==> config.mk <==
export PLATFORM = sky130hd
export DESIGN_NAME = txring_ptr_mgr
export DESIGN_NICKNAME = d
export VERILOG_FILES = /design/src/rtl/txring_pkg.sv /design/src/rtl/txring_regs.sv /design/src/rtl/txring_head.sv /design/src/rtl/txring_addr.sv /design/src/rtl/txring_ptr_mgr.sv
export SDC_FILE = /design/constraint.sdc
export NUM_CORES = 1
export LEC_CHECK = 0
export BUFFER_PORTS_ARGS = -buffer_cell sky130_fd_sc_hd__buf_2
export CORE_ASPECT_RATIO = 0.8
export CORE_UTILIZATION = 57
export DETAILED_ROUTE_END_ITERATION = 10
export GPL_TIMING_DRIVEN = 0
export PLACE_DENSITY = 0.78
export SLEW_MARGIN = 20
export SYNTH_ARGS = -nofsm -noshare
export SYNTH_HDL_FRONTEND = slang
export SYNTH_SLANG_ARGS = --single-unit
==> constraint.sdc <==
create_clock -name clk -period 27.8 [get_ports clk]
set_clock_uncertainty 0.15 [all_clocks]
set_input_delay 5.56 -clock clk [delete_from_list [all_inputs] [get_ports clk]]
set_output_delay 5.56 -clock clk [all_outputs]
set_load 0.005 [all_outputs]
==> src/rtl/txring_pkg.sv <==
package txring_pkg;

  typedef enum logic [2:0] {
    SEL_BASE_LO = 3'd0,
    SEL_BASE_HI = 3'd1,
    SEL_LEN     = 3'd2,
    SEL_HEAD    = 3'd3,
    SEL_TAIL    = 3'd4
  } reg_sel_e;

  localparam int unsigned DESC_SHIFT = 4;  // 16-byte descriptors

endpackage

==> src/rtl/txring_regs.sv <==
module txring_regs
  import txring_pkg::*;
#(
  parameter int unsigned PTR_W     = 16,
  parameter int unsigned LEN_ALIGN = 7,
  parameter int unsigned BASE_ALIGN = 4
) (
  input  logic             clk,
  input  logic             rst,
  input  logic             cfg_we,
  input  logic [2:0]       cfg_sel,
  input  logic [31:0]      cfg_wdata,
  input  logic [PTR_W-1:0] head_i,
  output logic [31:0]      cfg_rdata,
  output logic [63:0]      base_o,
  output logic [PTR_W-1:0] count_o,
  output logic [PTR_W-1:0] tail_o,
  output logic             ring_clr_o,
  output logic             head_wr_o,
  output logic [PTR_W-1:0] head_wr_val_o
);

  localparam int unsigned LEN_W = PTR_W + DESC_SHIFT;

  logic [31:0]      base_lo_q;
  logic [31:0]      base_hi_q;
  logic [LEN_W-1:0] len_q;
  logic [PTR_W-1:0] tail_q;
  logic [PTR_W-1:0] wr_ptr_mod;

  assign count_o = len_q[LEN_W-1:DESC_SHIFT];
  assign base_o  = {base_hi_q, base_lo_q};
  assign tail_o  = tail_q;

  // Pointer writes are folded into the current ring size.
  always_comb begin
    if (count_o == '0) wr_ptr_mod = '0;
    else               wr_ptr_mod = cfg_wdata[PTR_W-1:0] % count_o;
  end

  assign ring_clr_o    = cfg_we && (cfg_sel == SEL_BASE_LO || cfg_sel == SEL_BASE_HI ||
                                    cfg_sel == SEL_LEN);
  assign head_wr_o     = cfg_we && (cfg_sel == SEL_HEAD);
  assign head_wr_val_o = wr_ptr_mod;

  always_ff @(posedge clk) begin
    if (rst) begin
      base_lo_q <= '0;
      base_hi_q <= '0;
      len_q     <= '0;
      tail_q    <= '0;
    end else if (cfg_we) begin
      case (cfg_sel)
        SEL_BASE_LO: base_lo_q <= {cfg_wdata[31:BASE_ALIGN], BASE_ALIGN'(0)};
        SEL_BASE_HI: base_hi_q <= cfg_wdata;
        SEL_LEN:     len_q     <= {cfg_wdata[LEN_W-1:LEN_ALIGN], LEN_ALIGN'(0)};
        SEL_TAIL:    tail_q    <= wr_ptr_mod;
        default:     ;
      endcase
    end
  end

  always_comb begin
    case (cfg_sel)
      SEL_BASE_LO: cfg_rdata = base_lo_q;
      SEL_BASE_HI: cfg_rdata = base_hi_q;
      SEL_LEN:     cfg_rdata = 32'(len_q);
      SEL_HEAD:    cfg_rdata = 32'(head_i);
      SEL_TAIL:    cfg_rdata = 32'(tail_q);
      default:     cfg_rdata = '0;
    endcase
  end


  base_align_chk: assert property (@(posedge clk) disable iff (rst)
    base_lo_q[BASE_ALIGN-1:0] == '0);


  len_align_chk: assert property (@(posedge clk) disable iff (rst)
    len_q[LEN_ALIGN-1:0] == '0);


  tail_range_chk: assert property (@(posedge clk) disable iff (rst)
    (cfg_we && cfg_sel == SEL_TAIL && count_o != '0) |=> (tail_q < count_o));

endmodule

==> src/rtl/txring_head.sv <==
module txring_head #(
  parameter int unsigned PTR_W = 16
) (
  input  logic             clk,
  input  logic             rst,
  input  logic [PTR_W-1:0] count_i,
  input  logic [PTR_W-1:0] tail_i,
  input  logic             clr_i,
  input  logic             sw_we_i,
  input  logic [PTR_W-1:0] sw_val_i,
  input  logic             ready_i,
  output logic             valid_o,
  output logic [PTR_W-1:0] head_o
);

  logic [PTR_W-1:0] head_q;
  logic [PTR_W-1:0] head_next_slot;
  logic             last_slot;

  assign last_slot      = (head_q == count_i - PTR_W'(1));
  assign head_next_slot = last_slot ? '0 : head_q + PTR_W'(1);
  assign valid_o        = (count_i != '0) && (head_q != tail_i);
  assign head_o         = head_q;

  always_ff @(posedge clk) begin
    if (rst)                   head_q <= '0;
    else if (clr_i)            head_q <= '0;
    else if (sw_we_i)          head_q <= sw_val_i;
    else if (valid_o && ready_i) head_q <= head_next_slot;
  end


  head_step_chk: assert property (@(posedge clk) disable iff (rst)
    (valid_o && ready_i && !clr_i && !sw_we_i) |=> (head_q != $past(head_q)));


  head_idle_chk: assert property (@(posedge clk) disable iff (rst)
    (!valid_o && !clr_i && !sw_we_i) |=> $stable(head_q));


  head_range_chk: assert property (@(posedge clk) disable iff (rst)
    (count_i != '0 && !clr_i) |=> (head_q < count_i || $changed(count_i)));

endmodule

==> src/rtl/txring_addr.sv <==
module txring_addr #(
  parameter int unsigned PTR_W = 16,
  parameter int unsigned SHIFT = 4
) (
  input  logic [63:0]      base_i,
  input  logic [PTR_W-1:0] ptr_i,
  output logic [63:0]      addr_o
);

  logic [63:0] offset;

  assign offset = 64'(ptr_i) << SHIFT;
  assign addr_o = base_i + offset;

endmodule

==> src/rtl/txring_ptr_mgr.sv <==
module txring_ptr_mgr
  import txring_pkg::*;
#(
  parameter int unsigned PTR_W     = 16,
  parameter int unsigned LEN_ALIGN = 7,
  parameter int unsigned BASE_ALIGN = 4
) (
  input  logic        clk,
  input  logic        rst,
  input  logic        cfg_we,
  input  logic [2:0]  cfg_sel,
  input  logic [31:0] cfg_wdata,
  output logic [31:0] cfg_rdata,
  output logic        fetch_valid,
  input  logic        fetch_ready,
  output logic [63:0] fetch_addr
);

  logic [63:0]      base;
  logic [PTR_W-1:0] count;
  logic [PTR_W-1:0] tail;
  logic [PTR_W-1:0] head;
  logic             ring_clr;
  logic             head_wr;
  logic [PTR_W-1:0] head_wr_val;

  txring_regs #(
    .PTR_W(PTR_W), .LEN_ALIGN(LEN_ALIGN), .BASE_ALIGN(BASE_ALIGN)
  ) u_regs (
    .clk(clk), .rst(rst),
    .cfg_we(cfg_we), .cfg_sel(cfg_sel), .cfg_wdata(cfg_wdata),
    .head_i(head), .cfg_rdata(cfg_rdata),
    .base_o(base), .count_o(count), .tail_o(tail),
    .ring_clr_o(ring_clr), .head_wr_o(head_wr), .head_wr_val_o(head_wr_val)
  );

  txring_head #(.PTR_W(PTR_W)) u_head (
    .clk(clk), .rst(rst),
    .count_i(count), .tail_i(tail),
    .clr_i(ring_clr), .sw_we_i(head_wr), .sw_val_i(head_wr_val),
    .ready_i(fetch_ready), .valid_o(fetch_valid), .head_o(head)
  );

  txring_addr #(.PTR_W(PTR_W), .SHIFT(DESC_SHIFT)) u_addr (
    .base_i(base), .ptr_i(head), .addr_o(fetch_addr)
  );


  addr_hold_chk: assert property (@(posedge clk) disable iff (rst)
    (fetch_valid && !fetch_ready && !cfg_we) |=> (fetch_valid && $stable(fetch_addr)));


  head_clear_chk: assert property (@(posedge clk) disable iff (rst)
    (cfg_we && (cfg_sel == SEL_BASE_LO || cfg_sel == SEL_BASE_HI || cfg_sel == SEL_LEN))
    |=> (head == '0));


  sw_head_prio_chk: assert property (@(posedge clk) disable iff (rst)
    (cfg_we && cfg_sel == SEL_HEAD && count != '0) |=> (head == $past(head_wr_val)));

endmodule

# Word-level counts from Yosys, hierarchy flattened

Cells that the tools add are included.

Logic and storage cells: 35
Output and inout bits: 97
Register bits after elaboration: 105
Input port bits: 39

Multiplexer cells: 5
Div/mod/pow operators: 1
Equality and inequality tests: 6
Reduce and logical (&&, ||, !) cells: 15
Add/subtract/negate cells: 3

Operators by type and width:

| operator              | count |
|---|---|
| $pmux 32 s5           | 1 |
| $add 64x20->64        | 1 |
| $mux 16               | 4 |
| $add 16x1->16 const B | 1 |
| $eq 16x16->1          | 1 |
| $logic_not 16->1      | 1 |
| $mod 16x16->16        | 1 |
| $ne 16x16->1          | 1 |
| $reduce_bool 16->1    | 1 |
| $sub 16x1->16 const B | 1 |
| $reduce_and 2->1      | 4 |
| $eq 3x2->1 const B    | 2 |
| $logic_and 1x1->1     | 4 |
| $eq 3x1->1 const B    | 1 |
| $eq 3x3->1 const B    | 1 |
| $logic_not 3->1       | 1 |
| $logic_or 1x1->1      | 2 |
| $reduce_bool 2->1     | 1 |
| $reduce_or 2->1       | 1 |

# Depth between registers and ports, before layout

Gate-level depths: netlist of run 1.

Depth in word-level cells: 5
Gate-level depth with buffers: 101
Gate-level depth less buffers: 95

# Cells and area by module

A second synthesis of run 1 with hierarchy kept.

Cell total of the unflattened synthesis: 1,739
Area total of the unflattened synthesis: 12,667.1 um2

By module, submodules not included:

| module      | cells an instance | area an instance (um2) | times used | sequential area each (um2) |
|---|---|---|---|---|
| txring_regs | 1,227             | 8,816.0                | 1          | 1,781.7 |
| txring_addr | 263               | 1,978.1                | 1          | 0.0 |
| txring_head | 249               | 1,873.0                | 1          | 320.3 |

# Worst setup path before layout of run 1

OpenSTA, ideal clock, no wires.

Path kind: input -> register
Start point: in cfg_wdata[15]
End point: reg u_regs.tail_q[3], in the netlist u_regs.tail_o[3]
Data required time: 27.580 ns
Path buffers: 10
Slack: 2.810 ns
Cell stages on the path: 94
Setup time: 0.070 ns
Arrival: 24.770 ns
Cell sequence: clkbuf_1 > ha_1 > nor2b_1 > a41oi_1 > a41oi_1 > ha_1 > nand2b_1 > o31a_1 > o22ai_1 > inv_1 > ha_1 > a21oi_1 > a2111oi_4 > nand2_1 > nor2_1 > a21oi_1 > ha_1 > o21ai_0 > [... 58 more ...] > a2111oi_0 > nand2_1 > a211oi_1 > or2_2 > clkbuf_1 > nor2_1 > a31oi_1 > ha_1 > a21oi_1 > o21ai_0 > a2111oi_0 > nor2_1 > a211o_1 > clkbuf_1 > clkbuf_1 > a21oi_1 > nand3_1 > a21oi_1

Word-level cells in the longest chain between the ends: 2

RTL lines:

| element                | RTL line             | text |
|---|---|---|
| start: declaration     | txring_ptr_mgr.sv:12 | `input logic [31:0] cfg_wdata,` |
| $mod 16x16->16         | txring_regs.sv:38    | `else wr_ptr_mod = cfg_wdata[PTR_W-1:0] % count_o;` |
| $mux 16                | txring_regs.sv:37    | `if (count_o == '0) wr_ptr_mod = '0;` |
| end signal: assignment | txring_regs.sv:57    | `SEL_TAIL: tail_q <= wr_ptr_mod;` |
| end: declaration       | txring_regs.sv:28    | `logic [PTR_W-1:0] tail_q;` |

Every way passes these cells.
A chain may end at the register's enable or synchronous reset.

# Worst setup path after layout of run 1

Same ends and word-level chain as after synthesis.

==> results.tsv, run 1 <==
metric	value	unit
Clock Sinks	105	
Most used DFF post-synth	dfxtp_1	
Post-DP HPWL	33500	µm
# nets final	1998	
number of diodes	0	
Initial Utilization	58.3	%
flop and latch count out of synthesis	105	
IO Pins	136	
vias in the first global route	12100	
Reg clk slew, reported paths	0.08	ns
Synth Area per Inst	7.11	µm²
CTS tree	built	
clock latency on the worst-skew pair	0.36	ns
grt ovf	0	
Core ar.	20800	µm²
Worst path slowest cell	a2111oi_4	
final core occ	65.8	%
worst-margin pin slew	0.951	ns
crit path launch type	input port	
htree depth	3	
area grow syn2layout	12.8	%
Critical Path Sink Type	flip-flop	
most used cell, CP	ha_1	
fill count	1871	
Die H	132	µm
worst hold path class	flip-flop to flip-flop	
cell area after synthesis	12100	µm²
sequential area share after synthesis	17.4	%
CTS Buf Count	9	
WP data arrival	26.87	ns
post-synthesis cell type count	86	
critical path peak fanout	10	
Max Buffers Root-to-Sink	2	
Crit path largest cell delay	0.46	ns
vias per std cell	6.48	
final cell count without fillers	2122	
minimum clock period	26.73	ns
Die ar.	21800	µm²
Die W	165	µm
antenna violations before repair	0	
status	complete, no violations	
Final setup viols	0	
Post-synth EDFFs	0	
Slew Limit Fails	0	
row cnt	47	
largest net degree at the start of global routing	22	
average wire per standard cell	20.2	µm
Ys Warns	0	
TritonRoute pass-1 iters	6	
Post-Syn Instances	1703	
slew margin rel.	36.1	%
worst path required time	27.94	ns
Fin. Hold Viols	0	
layout cell share with drive strength beyond 1	13.7	%
fin area	13700	µm²
RePlAce Congestion	0.996	
max-cap violation count	0	
Root Buffer	clkbuf_16	
Port Buffers	130	
area post-placement	13100	µm²
placed cell count	2105	
Async S/R FF share, synth	0	%
fmax	37.4	MHz
Total GRT Usage	38.6	%
CP Class	input port to flip-flop	
Final period util	96.1	%
drt total wl	43000	µm
Residual DRC	0	
DRT iter0 DRCs	1802	
Routed Antenna Nets	0	
first-pass GRT wire length	65700	µm
Vias	13700	
==> layout make-up <==
type | instances | area, µm² | share of cell area, %
Multi-Input combinational cell | 1443 | 9610 | 70.3
Sequential cell | 105 | 2100 | 15.4
Timing Repair Buffer | 132 | 666 | 4.87
Buffer | 107 | 449 | 3.29
Tap cell | 269 | 337 | 2.46
Clock buffer | 9 | 225 | 1.65
Inverter | 50 | 188 | 1.37
Clock inverter | 7 | 85.1 | 0.623
==> Yosys cell counts (all sizes together) (17+ instances only) <==
master	n	area (µm²)
nor3	40	205
ha	110	1380
o21ai	79	395
xnor2	113	990
a31oi	19	131
mux2i	29	294
o21a	33	248
o22ai	17	106
nor2	139	529
nand4	23	144
nand3	57	285
a21o	20	150
clkbuf	86	324
dfxtp	105	2100
a21oi	160	801
buf	22	118
and3	37	231
o211ai	18	140
inv	50	188
nand2	264	991
a22oi	24	180
xor2	31	272
==> path summary, 6_finish.rpt <==
| path | start | end | slack [ns] | depth (start not counted) |
|---|---|---|---|---|
| worst max register to register | u_regs.len_q[18] | u_regs.tail_o[3] | 5.10 | 91 |
| worst min register to register | u_regs.base_lo_q[6] | u_regs.base_lo_q[6] | 0.34 | 2 |
| worst max-delay path | cfg_wdata[15] | u_regs.tail_o[3] | 1.07 | 93 |
| worst min-delay path | u_regs.base_lo_q[6] | u_regs.base_lo_q[6] | 0.34 | 2 |
==> worst max-delay path: cells and delay by family <==
kind / cells / cell delay, ns
AND/OR/NAND/NOR: 25 / 4.37
adder cells (fa/ha/maj): 13 / 3.94
buffers and inverters: 12 / 2.38
multiplexers: 1 / 0.37
AO/OA/AOI/OAI: 42 / 10.17
==> cell usage in the layout, fill, tap and decap left out, drive strengths merged, types with 16 or more instances in the layout <==
cell and n:
a21oi 160, xor2 31, clkbuf 93, a31oi 19, ha 110, o21a 33
xnor2 113, o22ai 17, o21ai 79, nor3 40, a21o 20, nand4 23
a22oi 24, nor2 139, and3 37, nand3 57, mux2i 29, buf 155
inv 51, dfxtp 105, nand2 264, o211ai 18, or3 16
==> state kept, by name, summed over array words and instances, names as in the netlist <==
signal and count:
u_regs.tail_o 16, u_regs.len_q 13, u_regs.base_lo_q 28, u_regs.base_hi_q 32
u_head.head_o 16
==> what timing repair did <==
item,CTS,global route
endpoints found under the hold margin,0,0
pin swaps,0,3
buffers inserted,0,2
gates cloned,0,0
endpoints found under the setup margin,26,26
hold buffers,0,0
gates resized for setup,14,47
==> per-stage QoR <==
stage	worst slack, ns	TNS (ns)	hold slack (ns)
3_3_place_gp	-1.46	-31.69	0.323
3_5_place_dp	-1.68	-37.57	0.326
2_1_floorplan	2.81	0	0.293
5_1_grt	-0.134	-0.853	0.356
6_report	1.07	0	0.336
4_1_cts	0.0201	0	0.337
==> layer usage <==
layer | wire length (µm) | global-route usage (%) | up-vias | share of wire, %
li1 | - | - | 6428 | -
met1 | 18200 | 55.7 | 6402 | 42
met2 | 18000 | 56.5 | 832 | 42
met3 | 5650 | 9.00 | 84 | 13
met4 | 1080 | 10.8 | 0 | 2.5
met5 | 0 | 0 | - | 0
==> logic make-up (layout without fill, tap and decap cells) <==
logic type	after synthesis	in the layout	synth area share, %
buf+inv	158	305	5.20
simple gates	676	676	26.8
xor+xnor	144	144	10.4
fa+ha+maj	111	111	11.5
flops	105	105	17.4
other cells	1	4	0.0310
mux	36	36	3.08
compound gates	472	472	25.5
Power of run 1 is not shown: default switching activity piles up to over one toggle a cycle in this logic, so the estimate is an artifact.
==> run 2, diff against run 1 <==
- ABC_AREA: default -> 1
==> run 2 against run 1 <==
Effect of this change: die area down 0.58%; wire length down 3.7%; register-to-register slack better by 1.9 ns; critical path type unchanged.
==> results.tsv, run 2 <==
metric	value	unit
most used cell, CP	nand2_1	
sequential area share after synthesis	17.5	%
Total GRT Usage	37.4	%
max-cap violation count	0	
CTS resizes	0	
Most flops, register	u_regs.base_hi_q	
Slew Limit Fails	0	
Setup TNS	0	ns
Critical Path Sink Type	flip-flop	
antenna violations before repair	0	
vias per std cell	6.01	
Crit path largest cell delay	0.44	ns
Post-DP HPWL	33500	µm
worst-margin pin slew	0.788	ns
minimum clock period	25.29	ns
Initial Utilization	58.1	%
row cnt	47	
Fin. Hold Viols	0	
htree depth	3	
first-pass GRT wire length	63800	µm
Worst path slowest cell	nor3_1	
average wire per standard cell	17.7	µm
crit path launch type	input port	
commonest non-fill, non-tap cell in the layout	nand2_1	
Port Buffers	131	
DRT iter0 DRCs	1505	
Root Buffer	clkbuf_16	
Post-Syn Instances	1919	
Min Hold Slack	0.355	ns
Vias	14000	
final core occ	64.5	%
Most used DFF post-synth	dfxtp_1	
Max Buffers Root-to-Sink	2	
drt total wl	41400	µm
Async S/R FF share, synth	0	%
IO Pins	136	
WP data arrival	25.44	ns
fmax	39.5	MHz
Post-synth top cells	nand2_1, inv_1, a21oi_1	
# nets final	2214	
Setup Buffers After CTS	0	
Clock Sinks	105	
RePlAce Congestion	1.03	
CTS Buf Count	9	
CTS tree	built	
setup ws final	2.51	ns
Final setup viols	0	
Reg clk slew, reported paths	0.08	ns
worst hold path class	flip-flop to flip-flop	
Yosys top cell by area	dfxtp_1	
clock latency on the worst-skew pair	0.37	ns
layout cell share with drive strength beyond 1	11.2	%
largest net degree at the start of global routing	22	
Synth top area share	17.5	%
Die W	164	µm
RSZ-0062 raised after global routing	false	
Synth area leaders	dfxtp_1, nand2_1, ha_1	
Routed Antenna Nets	0	
Core ar.	20700	µm²
number of diodes	0	
TritonRoute pass-1 iters	6	
multi-input logic area	8640	µm²
CTS Hold Bufs	0	
register area	2100	µm²
Largest regs	u_regs.base_hi_q x32, u_regs.base_lo_q x28	
reg2reg setup slack	6.95	ns
count leader, synth	nand2_1	
Die ar.	21700	µm²
vias in the first global route	12200	
slew margin rel.	47.4	%
Synth Area per Inst	6.27	µm²
area grow syn2layout	10.9	%
Final period util	91.0	%
Post-synth EDFFs	0	
max reg flops	32	
Residual DRC	0	
Ys Warns	0	
CP Class	input port to flip-flop	
status	complete, no violations	
critical path peak fanout	10	
post-synthesis cell type count	62	
Die H	132	µm
flop and latch count out of synthesis	105	
fill count	1983	
Setup WS pre-CTS	2.45	ns
worst path required time	27.94	ns
cell area after synthesis	12000	µm²
grt ovf	0	
most frequent cells in the layout	nand2_1, inv_1, a21oi_1	
[run 2: cell count changes in the layout (fill, tap and decap cells not counted), moves of 37 or more]
| cell | previous run | this run |
|---|---|---|
| inv_1 | 50 | 259 |
| nand2_1 | 263 | 391 |
| nand3_1 | 56 | 141 |
| xnor2_1 | 113 | 35 |
| o21ai_0 | 71 | 146 |
| xor2_1 | 31 | 92 |
| and3_1 | 37 | 0 |
[run 2: path summary, 6_finish.rpt]
check | end | cells past startpoint | startpoint
setup / recovery | u_head.head_o[3] | 127 | cfg_wdata[15]
hold reg to reg | u_regs.base_hi_q[31] | 2 | u_regs.base_hi_q[31]
setup reg to reg | u_head.head_o[3] | 126 | u_regs.len_q[7]
hold / removal | u_regs.base_hi_q[31] | 2 | u_regs.base_hi_q[31]
[run 2: cell type report]
type,count,share of cell area [%]
clock inverters,7,0.600
plain buffers,65,2.08
flip-flops and latches,105,15.8
inverters,271,7.64
well taps,269,2.52
multi-input cells,1481,64.8
clock buffers,9,1.69
repair buffers,131,4.91
[run 2: through the flow]
step / cells / area [µm²]
global route: 2338 / 13300
CTS: 2338 / 13300
floorplan: 1922 / 12000
detailed placement: 2322 / 13000
finish: 2338 / 13300
global placement: 2322 / 13000
[run 2: per-layer routing]
metal  share of wire, %  up-vias  track usage (%)
met5                  0        -                0
met4                3.4        0             12.4
met3                 11      112             5.00
met2                 41      828             55.2
met1                 45     6414             55.4
li1                   -     6689                -
[run 2: logic make-up after synthesis]
logic type      share of synthesized area, %
flops                                   17.5
simple gates                            31.3
fa+ha+maj                               11.6
compound gates                          19.6
buf+inv                                 10.8
xor+xnor                                9.24
other cells                           0.0312
[run 2: worst max-delay path, delay by kind of cell]
family,cells,cell delay (ns)
compound gates,15,2.63
fa+ha+maj,13,4.07
buf+inv,22,2.77
simple gates,77,10.34
Power of run 2 is left out for the same reason.
==> run 3, diff against run 2 <==
- CORE_ASPECT_RATIO: 0.8 -> 1.5
==> run 3 against run 2 <==
Effect of this change: sequential share of layout area is essentially flat; core utilization grew 0.32 points; setup slack lost 0.099 ns; via count shrank 2.7%; flip-flop and latch count is the same.
==> results.tsv, run 3 (synthesized netlist as in run 2, its figures left out) <==
metric	value	unit
worst hold stages	2	
FF-to-FF Start	u_regs.len_q[7]	
reg2reg setup slack	6.76	ns
average wire per standard cell	18.5	µm
Die ar.	21700	µm²
critical path peak fanout	10	
Buf/Inv on CP	22	
Final setup viols	0	
htree depth	3	
Fin. Hold Viols	0	
Critical Path Sink Type	flip-flop	
minimum clock period	25.39	ns
CTS resizes	0	
drt total wl	43300	µm
row cnt	64	
antenna violations before repair	0	
layout cell share with drive strength beyond 1	11.2	%
final core occ	64.8	%
IO Pins	136	
Max Buffers Root-to-Sink	2	
Slew Limit Fails	0	
Most flops, register	u_regs.base_hi_q	
number of diodes	0	
grt ovf	0	
Vias	13700	
Reg clk slew, reported paths	0.08	ns
Root Buffer	clkbuf_16	
Hold EP	u_regs.base_lo_q[24]	
CP Class	input port to flip-flop	
Port Buffers	131	
Post-DP HPWL	35000	µm
R2R Path End	u_head.head_o[3]	
RePlAce Congestion	0.997	
area grow syn2layout	10.8	%
CTS Hold Bufs	0	
Largest regs	u_regs.base_hi_q x32, u_regs.base_lo_q x28	
Setup TNS	0	ns
Core ar.	20600	µm²
RSZ-0062 raised after global routing	false	
Routed Antenna Nets	0	
Die W	121	µm
slew margin rel.	42.1	%
WP data arrival	25.53	ns
CTS Buf Count	9	
Hold Startpoint	u_regs.base_lo_q[24]	
crit path launch type	input port	
worst-margin pin slew	0.868	ns
CTS tree	built	
CP delay by family, top	simple AND/OR/NAND/NOR gates	
Total GRT Usage	40.0	%
worst path required time	27.94	ns
clock latency on the worst-skew pair	0.38	ns
worst hold path class	flip-flop to flip-flop	
vias in the first global route	13000	
most frequent cells in the layout	nand2_1, inv_1, a21oi_1	
DRT iter0 DRCs	1106	
max reg flops	32	
Crit path largest cell delay	0.50	ns
status	complete, no violations	
largest net degree at the start of global routing	21	
Die H	180	µm
Clock Sinks	105	
first-pass GRT wire length	67400	µm
Initial Utilization	58.5	%
most used cell, CP	nand2_1	
# nets final	2214	
Final period util	91.3	%
Worst path slowest cell	nor3_1	
reg2reg path depth	126	
fmax	39.4	MHz
vias per std cell	5.86	
Setup Buffers After CTS	0	
max-cap violation count	0	
commonest non-fill, non-tap cell in the layout	nand2_1	
TritonRoute pass-1 iters	6	
Residual DRC	0	
[run 3: cell types whose count changed in the layout (fill, tap and decap cells not counted), sizes merged]
cell,delta
clkinvlp,-1
clkinv,+1
[run 3: through the flow]
step	setup WS, ns	cell area (µm²)	instances	hold WS (ns)
global route	0.495	13300	2333	0.410
CTS	2.66	13300	2333	0.374
detailed placement	2.37	13000	2317	0.362
finish	2.41	13300	2333	0.379
floorplan	5.90	12000	1922	0.317
global placement	2.75	13000	2317	0.352
[run 3: final cells by class]
class                           instances  area (µm²)
Clock inverter                          7        73.8
Tap cell                              264         330
Sequential cell                       105        2100
Inverter                              271        1020
Fill cell                            2033        7250
Multi-Input combinational cell       1481        8640
Clock buffer                            9         225
Timing Repair Buffer                  131         656
Buffer                                 65         278
[run 3: worst min-delay path, stage by stage, from the launching register on]
cell,delay (ns)
dfxtp_1,0.30
inv_1,0.11
a21oi_1,0.08
[run 3: worst max-delay path by stage]
| stage | startpoint | to | slack, ns | cells past startpoint |
|---|---|---|---|---|
| final | cfg_wdata[15] | u_head.head_o[3] | 2.41 | 127 |
| after global routing | cfg_wdata[15] | u_head.head_o[3] | 0.50 | 133 |
| after CTS | cfg_wdata[15] | u_head.head_o[3] | 2.66 | 127 |
| after detailed placement | cfg_wdata[15] | u_head.head_o[3] | 2.37 | 127 |
| after global placement | cfg_wdata[15] | u_head.head_o[3] | 2.75 | 127 |
| after floorplan | cfg_wdata[15] | u_head.head_o[3] | 5.90 | 126 |
[run 3: per-layer routing]
metal	part of all wire, %	routed length [µm]	global-route usage [%]
met1	39	16900	44.6
met2	49	21100	70.8
met3	6.5	2820	6.15
met4	5.6	2440	23.3
met5	0	0	0
Power of run 3 is left out for the same reason.
